$ cat config.mk
export PLATFORM = sky130hd
export DESIGN_NAME = irq_status_ctrl
export DESIGN_NICKNAME = d
export VERILOG_FILES = /design/src/rtl/irq_ctl_pkg.sv /design/src/rtl/irq_addr_decode.sv /design/src/rtl/irq_status_bank.sv /design/src/rtl/irq_err_counter.sv /design/src/rtl/irq_status_ctrl.sv
export SDC_FILE = /design/constraint.sdc
export NUM_CORES = 1
export LEC_CHECK = 0
export ABC_AREA = 1
export BUFFER_PORTS_ARGS = -buffer_cell sky130_fd_sc_hd__buf_2
export CAP_MARGIN = 20
export CORE_ASPECT_RATIO = 1.1
export CORE_MARGIN = 2
export CORE_UTILIZATION = 40
export CTS_BUF_LIST = sky130_fd_sc_hd__clkbuf_4 sky130_fd_sc_hd__clkbuf_8 sky130_fd_sc_hd__clkbuf_16
export DETAILED_ROUTE_END_ITERATION = 12
export GPL_ROUTABILITY_DRIVEN = 1
export GPL_TIMING_DRIVEN = 0
export PLACE_DENSITY_LB_ADDON = 0.2
export SYNTH_ARGS = -nofsm -noshare
export SYNTH_HDL_FRONTEND = slang
export SYNTH_SLANG_ARGS = --single-unit
$ cat constraint.sdc
create_clock -name clk -period 2.66 [get_ports clk]
set_clock_uncertainty 0.15 [all_clocks]
set_input_delay 0.532 -clock clk [delete_from_list [all_inputs] [get_ports clk]]
set_output_delay 0.532 -clock clk [all_outputs]
set_load 0.01 [all_outputs]
$ cat src/rtl/irq_ctl_pkg.sv
package irq_ctl_pkg;
  localparam int REG_W  = 16;
  localparam int ADDR_W = 8;

  localparam logic [ADDR_W-1:0] OFS_STATUS = 8'h0C;
  localparam logic [ADDR_W-1:0] OFS_ENABLE = 8'h0E;
  localparam logic [ADDR_W-1:0] OFS_MISS   = 8'h7C;
  localparam logic [ADDR_W-1:0] OFS_CRC    = 8'h7E;

  localparam logic [REG_W-1:0] NORMAL_GROUP   = 16'h0003;
  localparam logic [REG_W-1:0] ABNORMAL_GROUP = 16'hC260;

  localparam int STATS_BIT = 7;
  localparam int N_CNT     = 2;   // index 0: missed frames, 1: CRC errors

  typedef struct packed {
    logic wr_status;
    logic wr_enable;
    logic rd_status;
    logic rd_enable;
    logic rd_miss;
    logic rd_crc;
  } reg_sel_t;
endpackage

$ cat src/rtl/irq_addr_decode.sv
module irq_addr_decode
  import irq_ctl_pkg::*;
(
  input  logic              wr_en,
  input  logic              rd_en,
  input  logic [ADDR_W-1:0] addr,
  output reg_sel_t          sel
);
  always_comb begin
    sel           = '0;
    sel.wr_status = wr_en && (addr == OFS_STATUS);
    sel.wr_enable = wr_en && (addr == OFS_ENABLE);
    sel.rd_status = rd_en && (addr == OFS_STATUS);
    sel.rd_enable = rd_en && (addr == OFS_ENABLE);
    sel.rd_miss   = rd_en && (addr == OFS_MISS);
    sel.rd_crc    = rd_en && (addr == OFS_CRC);
  end
endmodule

$ cat src/rtl/irq_status_bank.sv
module irq_status_bank #(
  parameter int W = 16
) (
  input  logic         clk,
  input  logic         rst_n,
  input  logic [W-1:0] ev,
  input  logic         clr_en,
  input  logic [W-1:0] clr_mask,
  input  logic         en_wr,
  input  logic [W-1:0] en_wdata,
  output logic [W-1:0] status,
  output logic [W-1:0] enable
);
  // One sticky flop per source; the event has priority over the clear.
  for (genvar b = 0; b < W; b++) begin : g_bit
    logic bit_q;
    always_ff @(posedge clk or negedge rst_n) begin
      if (!rst_n)                     bit_q <= 1'b0;
      else if (ev[b])                 bit_q <= 1'b1;
      else if (clr_en && clr_mask[b]) bit_q <= 1'b0;
    end
    assign status[b] = bit_q;
  end

  always_ff @(posedge clk or negedge rst_n) begin
    if (!rst_n)     enable <= '0;
    else if (en_wr) enable <= en_wdata;
  end

  // any pulsed source is visible in the status after the edge
  assert_event_sets_R2: assert property (@(posedge clk) disable iff (!rst_n)
    (ev != '0) |=> ((status & $past(ev)) == $past(ev)));

  // a clear not met by an event leaves those bits low
  assert_w1c_clears_R3: assert property (@(posedge clk) disable iff (!rst_n)
    (clr_en && ((clr_mask & ~ev) != '0)) |=> ((status & $past(clr_mask & ~ev)) == '0));

  // bits outside the clear mask and without events keep their value
  assert_untouched_hold_R3: assert property (@(posedge clk) disable iff (!rst_n)
    (ev == '0 && !clr_en) |=> $stable(status));
endmodule

$ cat src/rtl/irq_err_counter.sv
module irq_err_counter #(
  parameter int W = 16,
  parameter logic [W-1:0] NEAR = 16'hC000
) (
  input  logic         clk,
  input  logic         rst_n,
  input  logic         inc,
  input  logic         rd_clr,
  output logic [W-1:0] count,
  output logic         near_ev
);
  localparam logic [W-1:0] TOP = '1;

  logic [W-1:0] nxt;

  always_comb begin
    if (rd_clr)                     nxt = inc ? W'(1) : '0;
    else if (inc && count != TOP)   nxt = count + W'(1);
    else                            nxt = count;
    near_ev = (nxt == NEAR) && (count != NEAR);
  end

  always_ff @(posedge clk or negedge rst_n) begin
    if (!rst_n) count <= '0;
    else        count <= nxt;
  end

  // a read without a coinciding increment empties the counter
  assert_read_clears_R8: assert property (@(posedge clk) disable iff (!rst_n)
    (rd_clr && !inc) |=> (count == '0));

  // no increment and no read means no change
  assert_idle_holds_R7: assert property (@(posedge clk) disable iff (!rst_n)
    (!rd_clr && !inc) |=> $stable(count));

  // counting never wraps back below the saturated value
  assert_saturates_R7: assert property (@(posedge clk) disable iff (!rst_n)
    (count == TOP && !rd_clr) |=> (count == TOP));
endmodule

$ cat src/rtl/irq_status_ctrl.sv
module irq_status_ctrl
  import irq_ctl_pkg::*;
#(
  parameter int CNT_W = REG_W
) (
  input  logic              clk,
  input  logic              rst_n,
  input  logic              reg_wr_en,
  input  logic              reg_rd_en,
  input  logic [ADDR_W-1:0] reg_addr,
  input  logic [REG_W-1:0]  reg_wdata,
  output logic [REG_W-1:0]  reg_rdata,
  input  logic [REG_W-1:0]  ev_pulse,
  input  logic              miss_inc,
  input  logic              crc_inc,
  output logic              irq,
  output logic              normal_sum,
  output logic              abnormal_sum
);
  localparam logic [CNT_W-1:0] NEAR_MAX = CNT_W'(3) << (CNT_W - 2);

  reg_sel_t         sel;
  logic [REG_W-1:0] status;
  logic [REG_W-1:0] enable;
  logic [REG_W-1:0] ev_all;
  logic [N_CNT-1:0] inc_v;
  logic [N_CNT-1:0] clr_v;
  logic [N_CNT-1:0] near_v;
  logic [CNT_W-1:0] cnt [N_CNT];

  irq_addr_decode i_dec (
    .wr_en (reg_wr_en),
    .rd_en (reg_rd_en),
    .addr  (reg_addr),
    .sel   (sel)
  );

  assign inc_v = {crc_inc, miss_inc};
  assign clr_v = {sel.rd_crc, sel.rd_miss};

  for (genvar k = 0; k < N_CNT; k++) begin : g_cnt
    irq_err_counter #(.W(CNT_W), .NEAR(NEAR_MAX)) i_cnt (
      .clk     (clk),
      .rst_n   (rst_n),
      .inc     (inc_v[k]),
      .rd_clr  (clr_v[k]),
      .count   (cnt[k]),
      .near_ev (near_v[k])
    );
  end

  always_comb begin
    ev_all            = ev_pulse;
    ev_all[STATS_BIT] = ev_pulse[STATS_BIT] | (|near_v);
  end

  irq_status_bank #(.W(REG_W)) i_bank (
    .clk      (clk),
    .rst_n    (rst_n),
    .ev       (ev_all),
    .clr_en   (sel.wr_status),
    .clr_mask (reg_wdata),
    .en_wr    (sel.wr_enable),
    .en_wdata (reg_wdata),
    .status   (status),
    .enable   (enable)
  );

  always_ff @(posedge clk or negedge rst_n) begin
    if (!rst_n)             reg_rdata <= '0;
    else if (sel.rd_status) reg_rdata <= status;
    else if (sel.rd_enable) reg_rdata <= enable;
    else if (sel.rd_miss)   reg_rdata <= REG_W'(cnt[0]);
    else if (sel.rd_crc)    reg_rdata <= REG_W'(cnt[1]);
    else                    reg_rdata <= '0;
  end

  assign irq          = |(status & enable);
  assign normal_sum   = |(status & NORMAL_GROUP);
  assign abnormal_sum = |(status & ABNORMAL_GROUP);

  // a cleared mask keeps the line quiet
  assert_mask_all_R4: assert property (@(posedge clk) disable iff (!rst_n)
    (enable == '0) |-> !irq);

  // the normal summary only rises after an event in its group
  assert_normal_rise_R5: assert property (@(posedge clk) disable iff (!rst_n)
    $rose(normal_sum) |-> ($past(ev_all & NORMAL_GROUP) != '0));

  // the abnormal summary only rises after an event in its group
  assert_abnormal_rise_R5: assert property (@(posedge clk) disable iff (!rst_n)
    $rose(abnormal_sum) |-> ($past(ev_all & ABNORMAL_GROUP) != '0));

  // read data is zero after a cycle without a read strobe
  assert_rdata_idle_R6: assert property (@(posedge clk) disable iff (!rst_n)
    !reg_rd_en |=> (reg_rdata == '0));

  // the statistics bit appears when a counter steps onto the threshold
  assert_near_sets_stats_R10: assert property (@(posedge clk) disable iff (!rst_n)
    (near_v != '0) |=> status[STATS_BIT]);
endmodule

# Word-level counts from Yosys, hierarchy flattened
# Cells that the tools add are included.
[totals]
regBits = 80
out_inout_bits = 19
[op_classes]
add_sub_neg = 2
eq_ne = 10
muxes = 42
bitwise = 2
reduce_logical = 46
[op_table]
columns = ["cell", "n"]
rows = [
  ["16-bit two-way mux", 8],
  ["16-bit inequality test (second input constant)", 4],
  ["1-bit two-way mux", 34],
  ["16-bit by 1-bit adder with 16-bit output (second input constant)", 2],
  ["16-bit equality test (second input constant)", 2],
  ["2-bit nonzero test", 16],
  ["1-bit logical AND", 26],
  ["16-bit bitwise AND", 1],
  ["8-bit by 4-bit equality test with 1-bit output (second input constant)", 2],
  ["8-bit by 7-bit equality test with 1-bit output (second input constant)", 2],
  ["16-bit OR reduction", 1],
  ["5-bit OR reduction", 1],
  ["2-bit OR reduction", 2],
  ["1-bit bitwise OR", 1],
]

# Logic depth before layout (Yosys ltp)
[logic_depth]
word_depth = 9
mapped_depth = 16

# Modules after synthesis
# From an unflattened synthesis, not the netlist that was laid out.
[hier_totals]
cells_unflattened = 784
area_unflattened_um2 = 5355.1
[by_module_without_submodules]
columns = ["mod", "instances", "cells_each", "area_per_inst_um2"]
rows = [
  ["irq_err_counter", 2, 197, 1276.2],
  ["irq_status_bank", 1, 165, 1421.4],
  ["irq_status_ctrl", 1, 196, 1262.5],
  ["irq_addr_decode", 1, 29, 118.9],
]

# Least setup slack after synthesis
# Ideal clock, no wire load.
[synth_timing]
path_type = "reg-to-reg"
from = "reg g_cnt[0].i_cnt.count[0]"
to = "reg i_bank.g_bit[7].bit_q"
arrival_ns = 1.652
required_ns = 2.387
setup_slack_ns = 0.735
stages_incl_launch_ff = 14
n_path_buf = 1
path_cell_list = "dfrtp_1 ha_1 nand2_1 nor2_4 nand2_4 o21ai_2 buf_6 nand2_2 a21oi_2 nor2_1 nand2_1 nor2_1 nand2_1 nand3_2"
[synth_between]
elab_chain_cells = 9
word_cells_on_any_way = 12
cone_classes = "add/sub (1); eq/ne (3); mux (3); bitwise (1); reduce/logical (4)"
[synth_lines]
columns = ["element", "line", "source"]
rows = [
  ["from (decl)", "irq_err_counter.sv:9", "output logic [W-1:0] count,"],
  ["from (signal assigned)", "irq_err_counter.sv:25", "else count <= nxt;"],
  ["parallel branches: the longest is 2 deep, another holds 16-bit by 1-bit adder with 16-bit output", "-", ""],
  ["16-bit two-way mux *", "irq_err_counter.sv:18", "else if (inc && count != TOP) nxt = count + W'(1);"],
  ["16-bit two-way mux *", "irq_err_counter.sv:17", "if (rd_clr) nxt = inc ? W'(1) : '0;"],
  ["net g_cnt[0].i_cnt.nxt[10]", "irq_err_counter.sv:14", "logic [W-1:0] nxt;"],
  ["16-bit equality test *", "irq_err_counter.sv:20", "near_ev = (nxt == NEAR) && (count != NEAR);"],
  ["1-bit logical AND *", "irq_err_counter.sv:20", ""],
  ["2-bit OR reduction *", "irq_status_ctrl.sv:54", "ev_all[STATS_BIT] = ev_pulse[STATS_BIT] | (|near_v);"],
  ["1-bit bitwise OR *", "irq_status_ctrl.sv:54", ""],
  ["1-bit two-way mux / 2-bit nonzero test (equally long branches)", "-", ""],
  ["to (signal assigned)", "irq_status_bank.sv:18", "if (!rst_n) bit_q <= 1'b0;"],
  ["to (signal assigned)", "irq_status_bank.sv:19", "else if (ev[b]) bit_q <= 1'b1;"],
  ["to (signal assigned)", "irq_status_bank.sv:20", "else if (clr_en && clr_mask[b]) bit_q <= 1'b0;"],
  ["to (decl)", "irq_status_bank.sv:16", "logic bit_q;"],
]
# Mark *: on every way through the listed nets, which the timed path passes.
# A chain may end at the register's enable or synchronous reset.

# Worst setup path after layout
[layout_timing]
from = "in reg_addr[0]"
to = "reg reg_rdata[5]"
[layout_between]
elab_chain_cells = 6
word_cells_on_any_way = 12
cone_classes = "eq/ne (4); mux (4); reduce/logical (4)"
[layout_lines]
columns = ["element", "line", "source"]
rows = [
  ["from (decl)", "irq_status_ctrl.sv:10", "input logic [ADDR_W-1:0] reg_addr,"],
  ["8-bit by 7-bit equality test with 1-bit output", "irq_addr_decode.sv:16", "sel.rd_crc = rd_en && (addr == OFS_CRC);"],
  ["1-bit logical AND", "irq_addr_decode.sv:16", ""],
  ["16-bit two-way mux", "irq_status_ctrl.sv:74", "else if (sel.rd_crc) reg_rdata <= REG_W'(cnt[1]);"],
  ["16-bit two-way mux", "irq_status_ctrl.sv:73", "else if (sel.rd_miss) reg_rdata <= REG_W'(cnt[0]);"],
  ["16-bit two-way mux", "irq_status_ctrl.sv:72", "else if (sel.rd_enable) reg_rdata <= enable;"],
  ["16-bit two-way mux *", "irq_status_ctrl.sv:71", "else if (sel.rd_status) reg_rdata <= status;"],
  ["to (signal assigned)", "irq_status_ctrl.sv:71", ""],
  ["to (signal assigned)", "irq_status_ctrl.sv:72", ""],
  ["to (signal assigned)", "irq_status_ctrl.sv:73", ""],
  ["to (decl)", "irq_status_ctrl.sv:12", "output logic [REG_W-1:0] reg_rdata,"],
]
# Every way passes the cells marked *; elsewhere a longest branch is shown, timed or not.

==> impl_summary.log <==
[metrics] status: finished clean
[metrics] Max Freq: 436 MHz
[metrics] DIE HEIGHT: 118 um
[metrics] overall fraction of global-route tracks in use: 23.1%
[metrics] maximum single-stage delay on the critical path: 0.46 ns
[metrics] CP Launch Type: primary input
[metrics] worst hold path type: primary input to flip-flop
[metrics] ports placed on the boundary: 65
[metrics] Post-synth top cells: sky130_fd_sc_hd__nand2_1, sky130_fd_sc_hd__inv_1, sky130_fd_sc_hd__dfrtp_1
[metrics] count of fill cells added during filler insertion: 1182
[metrics] total inserted antenna cells: 0
[metrics] share of the clock period used by the worst path after layout: 86.2%
[metrics] number of remaining DRC errors: 0
[metrics] placement row count: 41
[metrics] ranking of synthesized cells by area: sky130_fd_sc_hd__dfrtp_1, sky130_fd_sc_hd__nand2_1, sky130_fd_sc_hd__inv_1
[metrics] Relative slew margins: 60.3%
[metrics] share of the synthesized area in the top cell type: 42.6%
[metrics] maximum buffer depth of the clock tree: 2
[metrics] category of the worst setup path capture point: flip-flop
[metrics] fin nets: 769
[metrics] first-pass GRT wire length: 22.7 mm
[metrics] most instantiated flip-flop cell in the synthesis netlist: sky130_fd_sc_hd__dfrtp_1
[metrics] top-count cell post-synth: sky130_fd_sc_hd__nand2_1
[metrics] quantity of I/O buffers inserted on ports: 62
[metrics] die boundary width: 107 um
[metrics] final setup slack of the worst path: 0.367 ns
[metrics] residual antenna-violating net count after detailed routing: 0
[metrics] number of search-and-repair iterations in the first detailed-routing pass: 5
[metrics] Setup TNS Final: 0 ns
[metrics] instance count of the mapped netlist: 644
[metrics] Max-cap violations: 0
[metrics] maximum resistive drop on vdd: 0.332 mV
[metrics] number of distinct standard cells referenced by the synthesized netlist: 36
[metrics] cell area after technology mapping: 4700 um^2
[metrics] placer congestion estimate: 0.962
[metrics] synthesis warning total: 0
[metrics] final global-route overflow total: 0
[metrics] total detailed-routing wirelength: 13.9 mm
[metrics] Vias per Instance: 5.22
[metrics] effective utilization at floorplan: 41.0%
[metrics] share of final-layout standard cells stronger than drive strength 1: 16.4%
[metrics] floorplan die area: 12600 um^2
[metrics] critical path, cell by cell: buf_2 > nor3_1 > nand2_1 > inv_1 > clkbuf_1 > a221oi_1 > o21ai_0
[metrics] register bit total from synthesis: 80
[metrics] Layout area overhead: 18.0%
[metrics] clk_lat worst skew: 0.34 ns
[metrics] final setup violation count: 0
[metrics] HPWL reported at the end of detailed placement: 10.8 mm
[metrics] setup repair after global routing missed its margin: false
[metrics] syn avg cell area: 7.29 um^2
[metrics] TritonCTS clock tree: yes
[metrics] cts bufs inserted: 9
[metrics] worst setup timing slack at the placement stage: -0.0156 ns
[metrics] number of setup buffers added after CTS: 0
[metrics] arrival time at the worst endpoint: 2.39 ns
[metrics] kind of critical path: primary input to flip-flop
[metrics] H-tree Lvls: 3
[metrics] CTS root buf: sky130_fd_sc_hd__clkbuf_16
[metrics] Detailed Route Iter0 Violations: 329
[metrics] maximum number of pins on one net before global-route repair: 54
[metrics] worst-margin pin slew: 0.595 ns
[metrics] cell taking the most area after synthesis: sky130_fd_sc_hd__dfrtp_1
[metrics] routed length per instance: 16.0 um
[metrics] highest-delay cell along the critical path: sky130_fd_sc_hd__clkbuf_1
[metrics] endpoint required time on the critical path: 2.76 ns
[metrics] share of synthesized registers carrying an async set or reset: 100%
[metrics] Pins Over Slew Limit: 0
[metrics] critical-path maximum fanout: 10
[metrics] pwr/cell area: 642 nW/um^2
[metrics] number of enable flip-flop cells after synthesis: 0
[metrics] net count after synthesis: 694
[metrics] area of the core: 11400 um^2
[metrics] Static Leakage: 2.95 nW
[metrics] final critical path time including I/O delays and setup: 2.29 ns
[metrics] vias post-DR: 4563
[metrics] clk sink count: 80
[metrics] number of global-route vias before repair: 4610
[metrics] clock-pin slew reported for the worst setup and hold paths after clock tree synthesis: 0.07 ns
[metrics] final hold vios: 0
[metrics] Layout Utilization: 48.5%
[metrics] part of the Yosys area used for sequential elements: 42.6%
[metrics] initial antenna violation count: 0
## final cells by class
cell class              count  area, um^2  share of cell area (%)
multi-input cells         461        2270                    41.0
flip-flops and latches     80        2000                    36.1
repair buffers             64         350                    6.32
inverters                  84         315                    5.69
clock buffers               9         225                    4.06
well taps                 150         188                    3.39
plain buffers              19         106                    1.92
clock inverters             7        83.8                    1.51
## stage by stage
stage / hold WS (ns) / instance area (um^2) / cells / power, W
after floorplan: 0.0864 / 4700 / 644 / 0.00198
after global placement: 0.344 / 5190 / 856 / 0.00223
after detailed placement: 0.337 / 5220 / 857 / 0.00226
after CTS: 0.224 / 5540 / 874 / 0.00357
after global routing: 0.235 / 5540 / 874 / 0.00375
final: 0.229 / 5540 / 874 / 0.00356
## flip-flops by register name, summed over array words and instances (netlist names)
signal and count:
i_bank.enable 16, g_cnt.i_cnt.count 32, reg_rdata 16, i_bank.g_bit.bit_q 16
## final timing paths
kind                                                      end                               from  slack [ns]  depth (start not counted)
max                                    reg_rdata[5]$_DFF_PN0_                        reg_addr[0]        0.37                          7
min                        i_bank.g_bit[10].bit_q$_DFFE_PN0P_                       ev_pulse[10]        0.23                          2
max reg2reg                 i_bank.g_bit[7].bit_q$_DFFE_PN0P_  g_cnt[0].i_cnt.count[0]$_DFF_PN0_        0.39                         14
min reg2reg                      i_bank.enable[4]$_DFFE_PN0P_       i_bank.enable[4]$_DFFE_PN0P_        0.37                          2
max in group asynchronous   g_cnt[1].i_cnt.count[1]$_DFF_PN0_                              rst_n        1.25                          3
min in group asynchronous   g_cnt[0].i_cnt.count[4]$_DFF_PN0_                              rst_n        0.50                          2
## worst max-delay path: cells and delay by family
family	cells	cell delay [ns]
buffers and inverters	3	0.87
AO/OA/AOI/OAI	2	0.31
AND/OR/NAND/NOR	2	0.68
## kinds of logic (layout without fill, tap and decap cells)
logic type / count (synthesis) / count (layout) / synth area share [%]
buffers and inverters: 103 / 183 / 8.98
and+or+nand+nor: 338 / 338 / 31.7
adders and majority gates: 4 / 4 / 1.07
AOI/OAI and AO/OA: 110 / 110 / 13.9
xor gates and xnor gates: 8 / 8 / 1.49
DFF: 80 / 80 / 42.6
muxes: 1 / 1 / 0.240
## repair_timing
| item | CTS | global route |
|---|---|---|
| hold endpoints to repair | 27 | 0 |
| resized for setup | 0 | 0 |
| hold buffers | 1 | 0 |
## placed cells by master, fill, tap and decap left out, types with 11 or more instances in the layout
| master | netlist | layout |
|---|---|---|
| sky130_fd_sc_hd__o22ai_1 | 14 | 14 |
| sky130_fd_sc_hd__o21ai_1 | 11 | 11 |
| sky130_fd_sc_hd__o21ai_0 | 29 | 29 |
| sky130_fd_sc_hd__inv_1 | 81 | 81 |
| sky130_fd_sc_hd__nand3_1 | 37 | 37 |
| sky130_fd_sc_hd__nor2_1 | 71 | 71 |
| sky130_fd_sc_hd__buf_2 | 4 | 65 |
| sky130_fd_sc_hd__nand4_1 | 19 | 19 |
| sky130_fd_sc_hd__a21oi_1 | 29 | 29 |
| sky130_fd_sc_hd__o21bai_1 | 15 | 15 |
| sky130_fd_sc_hd__nand2_1 | 175 | 175 |
| sky130_fd_sc_hd__dfrtp_1 | 80 | 80 |
## metal layers
layer / wire length, um / part of all wire [%] / vias up / track usage (%)
li1: - / - / 2251 / -
met1: 6080 / 44 / 2164 / 29.3
met2: 6860 / 49 / 131 / 39.3
met3: 777 / 5.6 / 17 / 4.71
met4: 225 / 1.6 / 0 / 7.06
met5: 0 / 0 / - / 0
## power breakdown
part	total, W	switching (W)	internal, W
registers	0.00146	0.000134	0.00132
clock network	0.00131	0.000565	0.000748
logic	0.000787	0.000508	0.000279
total	0.00356	0.00121	0.00235
No activity file was read; power rests on OpenSTA's default activity.
